## config.mk

```make
export PLATFORM = sky130hd
export DESIGN_NAME = pm_cmd_port
export DESIGN_NICKNAME = d
export VERILOG_FILES = /design/src/rtl/pm_cmd_pkg.sv /design/src/rtl/pm_cfg_bank.sv /design/src/rtl/pm_cmd_decode.sv /design/src/rtl/pm_ctl_state.sv /design/src/rtl/pm_cmd_port.sv
export SDC_FILE = /design/constraint.sdc
export NUM_CORES = 1
export LEC_CHECK = 0
export BUFFER_PORTS_ARGS = -buffer_cell sky130_fd_sc_hd__buf_2
export CAP_MARGIN = 20
export CORE_MARGIN = 5
export CORE_UTILIZATION = 47
export DETAILED_ROUTE_END_ITERATION = 8
export GPL_TIMING_DRIVEN = 1
export PLACE_DENSITY = 0.85
export REMOVE_ABC_BUFFERS = 1
export SYNTH_ARGS = -nofsm -noshare
export SYNTH_HDL_FRONTEND = slang
export SYNTH_SLANG_ARGS = --single-unit
```

## constraint.sdc

```tcl
create_clock -name clk -period 1.6 [get_ports clk]
set_clock_uncertainty 0.15 [all_clocks]
set_input_delay 0.32 -clock clk [delete_from_list [all_inputs] [get_ports clk]]
set_output_delay 0.32 -clock clk [all_outputs]
set_load 0.03 [all_outputs]
```

## src/rtl/pm_cmd_pkg.sv

```systemverilog
package pm_cmd_pkg;
  typedef enum logic [1:0] {
    CMD_ACPI_ON  = 2'd0,
    CMD_ACPI_OFF = 2'd1,
    CMD_TRAP     = 2'd2
  } cmd_kind_t;
endpackage

```

## src/rtl/pm_cfg_bank.sv

```systemverilog
module pm_cfg_bank #(
  parameter int          ADDR_W        = 8,
  parameter int          CFG_BASE      = 'h58,
  parameter int          CFG_BYTES     = 4,
  parameter int          GATE_IDX      = 3,
  parameter int          GATE_BIT      = 1,
  parameter bit          SMM_SUPPORTED = 1'b1,
  parameter logic [7:0]  SMM_DONE_MARK = 8'h02
) (
  input  logic              clk,
  input  logic              rst_n,
  input  logic              wr_en,
  input  logic [ADDR_W-1:0] addr,
  input  logic [7:0]        wdata,
  output logic [7:0]        rdata,
  output logic              gate
);
  logic [CFG_BYTES-1:0][7:0] bank;

  for (genvar i = 0; i < CFG_BYTES; i++) begin : g_byte
    localparam logic [ADDR_W-1:0] MY_ADDR = ADDR_W'(CFG_BASE + i);
    localparam logic [7:0] RST_VAL =
      (i == GATE_IDX && !SMM_SUPPORTED) ? SMM_DONE_MARK : 8'h00;
    logic [7:0] byte_q;
    always_ff @(posedge clk) begin
      if (!rst_n)
        byte_q <= RST_VAL;
      else if (wr_en && addr == MY_ADDR)
        byte_q <= wdata;
    end
    assign bank[i] = byte_q;
  end

  always_comb begin
    rdata = 8'h00;
    for (int i = 0; i < CFG_BYTES; i++)
      if (addr == ADDR_W'(CFG_BASE + i))
        rdata = bank[i];
  end

  assign gate = bank[GATE_IDX][GATE_BIT];

  logic outside;
  assign outside = (int'(addr) < CFG_BASE) || (int'(addr) >= CFG_BASE + CFG_BYTES);


  outside_write_ignored_chk: assert property (@(posedge clk) disable iff (!rst_n)
    (wr_en && outside) |=> $stable(bank));


  inside_write_lands_chk: assert property (@(posedge clk) disable iff (!rst_n)
    (wr_en && !outside) |=> (rdata == $past(wdata) || addr != $past(addr)));
endmodule

```

## src/rtl/pm_cmd_decode.sv

```systemverilog
module pm_cmd_decode
  import pm_cmd_pkg::*;
#(
  parameter logic [7:0] CODE_ON  = 8'hF1,
  parameter logic [7:0] CODE_OFF = 8'hF0
) (
  input  logic [7:0] data,
  output cmd_kind_t  kind
);
  always_comb begin
    if (data == CODE_ON)
      kind = CMD_ACPI_ON;
    else if (data == CODE_OFF)
      kind = CMD_ACPI_OFF;
    else
      kind = CMD_TRAP;
  end
endmodule

```

## src/rtl/pm_ctl_state.sv

```systemverilog
module pm_ctl_state
  import pm_cmd_pkg::*;
(
  input  logic      clk,
  input  logic      rst_n,
  input  logic      accept,
  input  cmd_kind_t kind,
  input  logic      gate,
  input  logic      ack,
  output logic      sci_en,
  output logic      smi_req
);
  logic smi_set;
  assign smi_set = accept && kind == CMD_TRAP && gate;

  always_ff @(posedge clk) begin
    if (!rst_n) begin
      sci_en <= 1'b0;
    end else if (accept) begin
      if (kind == CMD_ACPI_ON)
        sci_en <= 1'b1;
      else if (kind == CMD_ACPI_OFF)
        sci_en <= 1'b0;
    end
  end

  always_ff @(posedge clk) begin
    if (!rst_n)
      smi_req <= 1'b0;
    else if (smi_set)
      smi_req <= 1'b1;
    else if (ack)
      smi_req <= 1'b0;
  end


  acpi_on_sets_chk: assert property (@(posedge clk) disable iff (!rst_n)
    (accept && kind == CMD_ACPI_ON) |=> sci_en);


  acpi_off_clears_chk: assert property (@(posedge clk) disable iff (!rst_n)
    (accept && kind == CMD_ACPI_OFF) |=> !sci_en);


  acpi_no_smi_chk: assert property (@(posedge clk) disable iff (!rst_n)
    (accept && kind != CMD_TRAP) |=> (smi_req == $past(smi_req && !ack)));


  smi_holds_chk: assert property (@(posedge clk) disable iff (!rst_n)
    (smi_req && !ack) |=> smi_req);


  smi_ack_clears_chk: assert property (@(posedge clk) disable iff (!rst_n)
    (ack && !(accept && kind == CMD_TRAP && gate)) |=> !smi_req);
endmodule

```

## src/rtl/pm_cmd_port.sv

```systemverilog
module pm_cmd_port
  import pm_cmd_pkg::*;
#(
  parameter int         ADDR_W        = 8,
  parameter int         CFG_BASE      = 'h58,
  parameter int         CFG_BYTES     = 4,
  parameter int         GATE_IDX      = 3,
  parameter int         GATE_BIT      = 1,
  parameter bit         SMM_SUPPORTED = 1'b1,
  parameter logic [7:0] CODE_ON       = 8'hF1,
  parameter logic [7:0] CODE_OFF      = 8'hF0
) (
  input  logic              clk,
  input  logic              rst_n,
  input  logic              cmd_valid,
  output logic              cmd_ready,
  input  logic [7:0]        cmd_data,
  input  logic              cfg_wr_en,
  input  logic [ADDR_W-1:0] cfg_addr,
  input  logic [7:0]        cfg_wdata,
  output logic [7:0]        cfg_rdata,
  input  logic              smi_ack,
  output logic              sci_en,
  output logic              smi_req
);
  cmd_kind_t kind;
  logic      gate;
  logic      accept;

  assign cmd_ready = 1'b1;
  assign accept    = cmd_valid && cmd_ready;

  pm_cfg_bank #(
    .ADDR_W(ADDR_W), .CFG_BASE(CFG_BASE), .CFG_BYTES(CFG_BYTES),
    .GATE_IDX(GATE_IDX), .GATE_BIT(GATE_BIT), .SMM_SUPPORTED(SMM_SUPPORTED),
    .SMM_DONE_MARK(8'h02)
  ) u_cfg (
    .clk(clk), .rst_n(rst_n), .wr_en(cfg_wr_en), .addr(cfg_addr),
    .wdata(cfg_wdata), .rdata(cfg_rdata), .gate(gate)
  );

  pm_cmd_decode #(.CODE_ON(CODE_ON), .CODE_OFF(CODE_OFF)) u_dec (
    .data(cmd_data), .kind(kind)
  );

  pm_ctl_state u_state (
    .clk(clk), .rst_n(rst_n), .accept(accept), .kind(kind), .gate(gate),
    .ack(smi_ack), .sci_en(sci_en), .smi_req(smi_req)
  );


  trap_raises_smi_chk: assert property (@(posedge clk) disable iff (!rst_n)
    (cmd_valid && cmd_data != CODE_ON && cmd_data != CODE_OFF && gate) |=> smi_req);


  idle_no_effect_chk: assert property (@(posedge clk) disable iff (!rst_n)
    (!cmd_valid && !smi_ack) |=> ($stable(sci_en) && (smi_req == $past(smi_req))));
endmodule

```

==> results.yml <==
clocking:
  cts-htree-levels: 2
  path_clk_slew_ps: 100
  insertion_delay_ps: 330
  numCtsBuffers: 5
  tritoncts: "done"
  cts_buffer_depth: 2
  cts.sinks: 34
  root_buffer: "clkbuf_4"
die:
  row_count: 21
  ioPinCount: 40
  die-area_sq_um: 4730
  die_w_um: 68.8
  core-area_sq_um: 3340
  die_h_um: 68.8
  start_util_pct: 48.7
routing:
  first_pass_iters: 4
  vias_per_cell: 5.49
  avgRoutedWirePerCell_um: 14.0
  routed_wl_um: 4050
  first_iter_violations: 133
  drc: 0
  vias: 1588
  antenna_left: 0
setup_path:
  end_kind: "output port"
  worstReg2RegStart: "u_state.sci_en"
  worstRegToRegCells: 3
  cp-start-kind: "flip-flop"
  rrSetupSlack_ps: 710
  cp_max_fo: 2
  cp.arrival_ps: 1370
  required_ps: 1130
  crit_type: "reg2out"
  reg2reg_to: "u_state.sci_en"
grt:
  antenna_found_initial: 0
  grt_use_total_pct: 18.9
  grt_pass1_vias: 1491
  grt_pass1_wl_um: 6620
  overflow: 0
  grt_max_degree: 44
final_layout:
  fin_nets: 271
  layout_commonest_cell: "nand2_1"
  utilization_pct: 65.4
  fin_cells: 289
  final_cell_mix: "34 x nand2_1, 29 x buf_4, 28 x buf_2, 24 x mux2i_1"
  seqCellArea_sq_um: 702
  n_fill_cell: 286
  drive_above_1_share_pct: 44.9
  synthToLayoutAreaGrowth_pct: 34.4
  diodes: 0
  multi_input_area_sq_um: 913
timing:
  finalHoldViolations: 0
  finalMaxSlewViolations: 0
  post-route-period-util_pct: 115
  setup_tns_ps: -1670
  fmax_ghz: 0.544
  hold_slack_ps: 82.6
  rsz0062_at_grt: "yes"
  fin_crit_ps: 1840
  setup_slack_ps: -239
  setup_violations: 8
hold_path:
  worst_hold_path.endpoint: "u_state.sci_en"
  hold_depth: 2
  hold_class: "in2reg"
  min_from: "cmd_data[0]"
power:
  p_per_area_nw_per_um2: 696
  comb_power_share_pct: 11.5
  leakage_nw: 0.992
  p_int_mw: 1.14
  power_frac_seq_pct: 55.7
  switchingPower_uw: 379
  p_clk_share_pct: 32.8
  finalPower_mw: 1.52
  peakVddDrop_v: 0.000467
  switching_share_pct: 24.9
placement:
  placed_cells: 280
  dpl.hpwl_um: 2900
  gp_congestion: 0.760
  port_buffers: 38
logic_synthesis:
  synth_seq_cells: 34
  yosysSeqAreaShare_pct: 41.9
  synthesis.area_sq_um: 1620
  syn_inst: 191
  yosysUniqueCellTypes: 29
  synth.avg_cell_area_sq_um: 8.50
  yosys_warnings: 0
run:
  max-cap-violations: 0
status:
  outcome: "finished with violations"
  violations: "negative setup slack"
==> timing repair <==
item                       CTS  global route
buffers inserted             0             1
pin swaps                   10            10
gates cloned                 0             0
hold buffers                 0             0
gates resized for setup     46             4
setup endpoints to repair    8             8
==> worst max-delay path, stage by stage (launching register included) <==
cell	delay (ps)
dfxtp_2	340
nand2b_1	70
a221oi_2	220
a22oi_1	100
nor2_1	120
buf_4	170
==> power by group through the flow <==
stage / Clock (mW) / Combinational [mW] / Sequential, mW
floorplan: 0 / 0.0469 / 0.867
CTS: 0.504 / 0.170 / 0.847
global route: 0.542 / 0.189 / 0.847
global placement: 0 / 0.148 / 0.867
finish: 0.498 / 0.175 / 0.847
detailed placement: 0 / 0.152 / 0.867
==> cell usage after synthesis, drive strengths merged <==
cell type	number	area [sq um]
nand2	34	128
a22oi	8	60.1
mux2i	24	240
or3b	2	17.5
nand4	2	12.5
conb	1	3.75
nor2b	1	6.26
nand3	10	55.1
nand4bb	1	11.3
and3	1	6.26
a21oi	1	5.00
nor3	8	40.0
a41o	1	10.0
nand2b	8	50.1
clkbuf	9	33.8
buf	8	55.1
inv	9	33.8
and4bb	1	12.5
a221oi	8	70.1
and2	1	6.26
dfxtp	34	681
o22ai	1	6.26
o21ai	8	40.0
nor2	9	33.8
nor4	1	6.26
==> sequential cells by signal, indices dropped and copies added (netlist names) <==
register and count:
u_cfg.g_byte.byte_q 32, u_state.sci_en 1, u_state.smi_req 1
==> layout make-up <==
type	count	area share (%)
timing repair buffer	61	19.1
multi-input combinational	131	41.8
inverter	9	1.55
clock inverter	1	0.229
sequential	34	32.1
clock buffer	7	2.52
tap	46	2.64
==> cell families (layout without fill, tap and decap cells) <==
kind of cell / count (synthesis) / in the layout / share of synthesized area, %
AND/OR/NAND/NOR: 79 / 79 / 23.7
flip-flops: 34 / 34 / 41.9
AO/OA/AOI/OAI: 27 / 27 / 11.8
buffers and inverters: 26 / 78 / 7.55
multiplexers: 24 / 24 / 14.8
other: 1 / 1 / 0.231
==> worst max path at each step <==
stage / startpoint / end / depth (start not counted)
after floorplan: cfg_addr[3] / cfg_rdata[0] / 4
after global placement: cfg_addr[1] / cfg_rdata[4] / 6
after detailed placement: cfg_addr[1] / cfg_rdata[4] / 6
after CTS: u_cfg.g_byte[2].byte_q[4] / cfg_rdata[4] / 5
after global routing: u_cfg.g_byte[1].byte_q[6] / cfg_rdata[6] / 5
final: u_cfg.g_byte[1].byte_q[3] / cfg_rdata[3] / 5
==> layer usage <==
metal / routed length [um] / track usage [%] / vias to the layer above
li1: - / - / 766
met1: 1670 / 22.3 / 764
met2: 2030 / 32.3 / 50
met3: 274 / 4.38 / 8
met4: 79 / 9.00 / 0
met5: 0 / 0 / -
==> through the flow <==
| stage | instance area, sq um | setup slack, ps |
|---|---|---|
| 6_report | 2180 | -239 |
| 5_1_grt | 2180 | -339 |
| 4_1_cts | 2160 | -231 |
| 3_5_place_dp | 1970 | -347 |
| 3_3_place_gp | 1970 | -320 |
| 2_1_floorplan | 1540 | -538 |
Power figures use the tool's default switching activity.
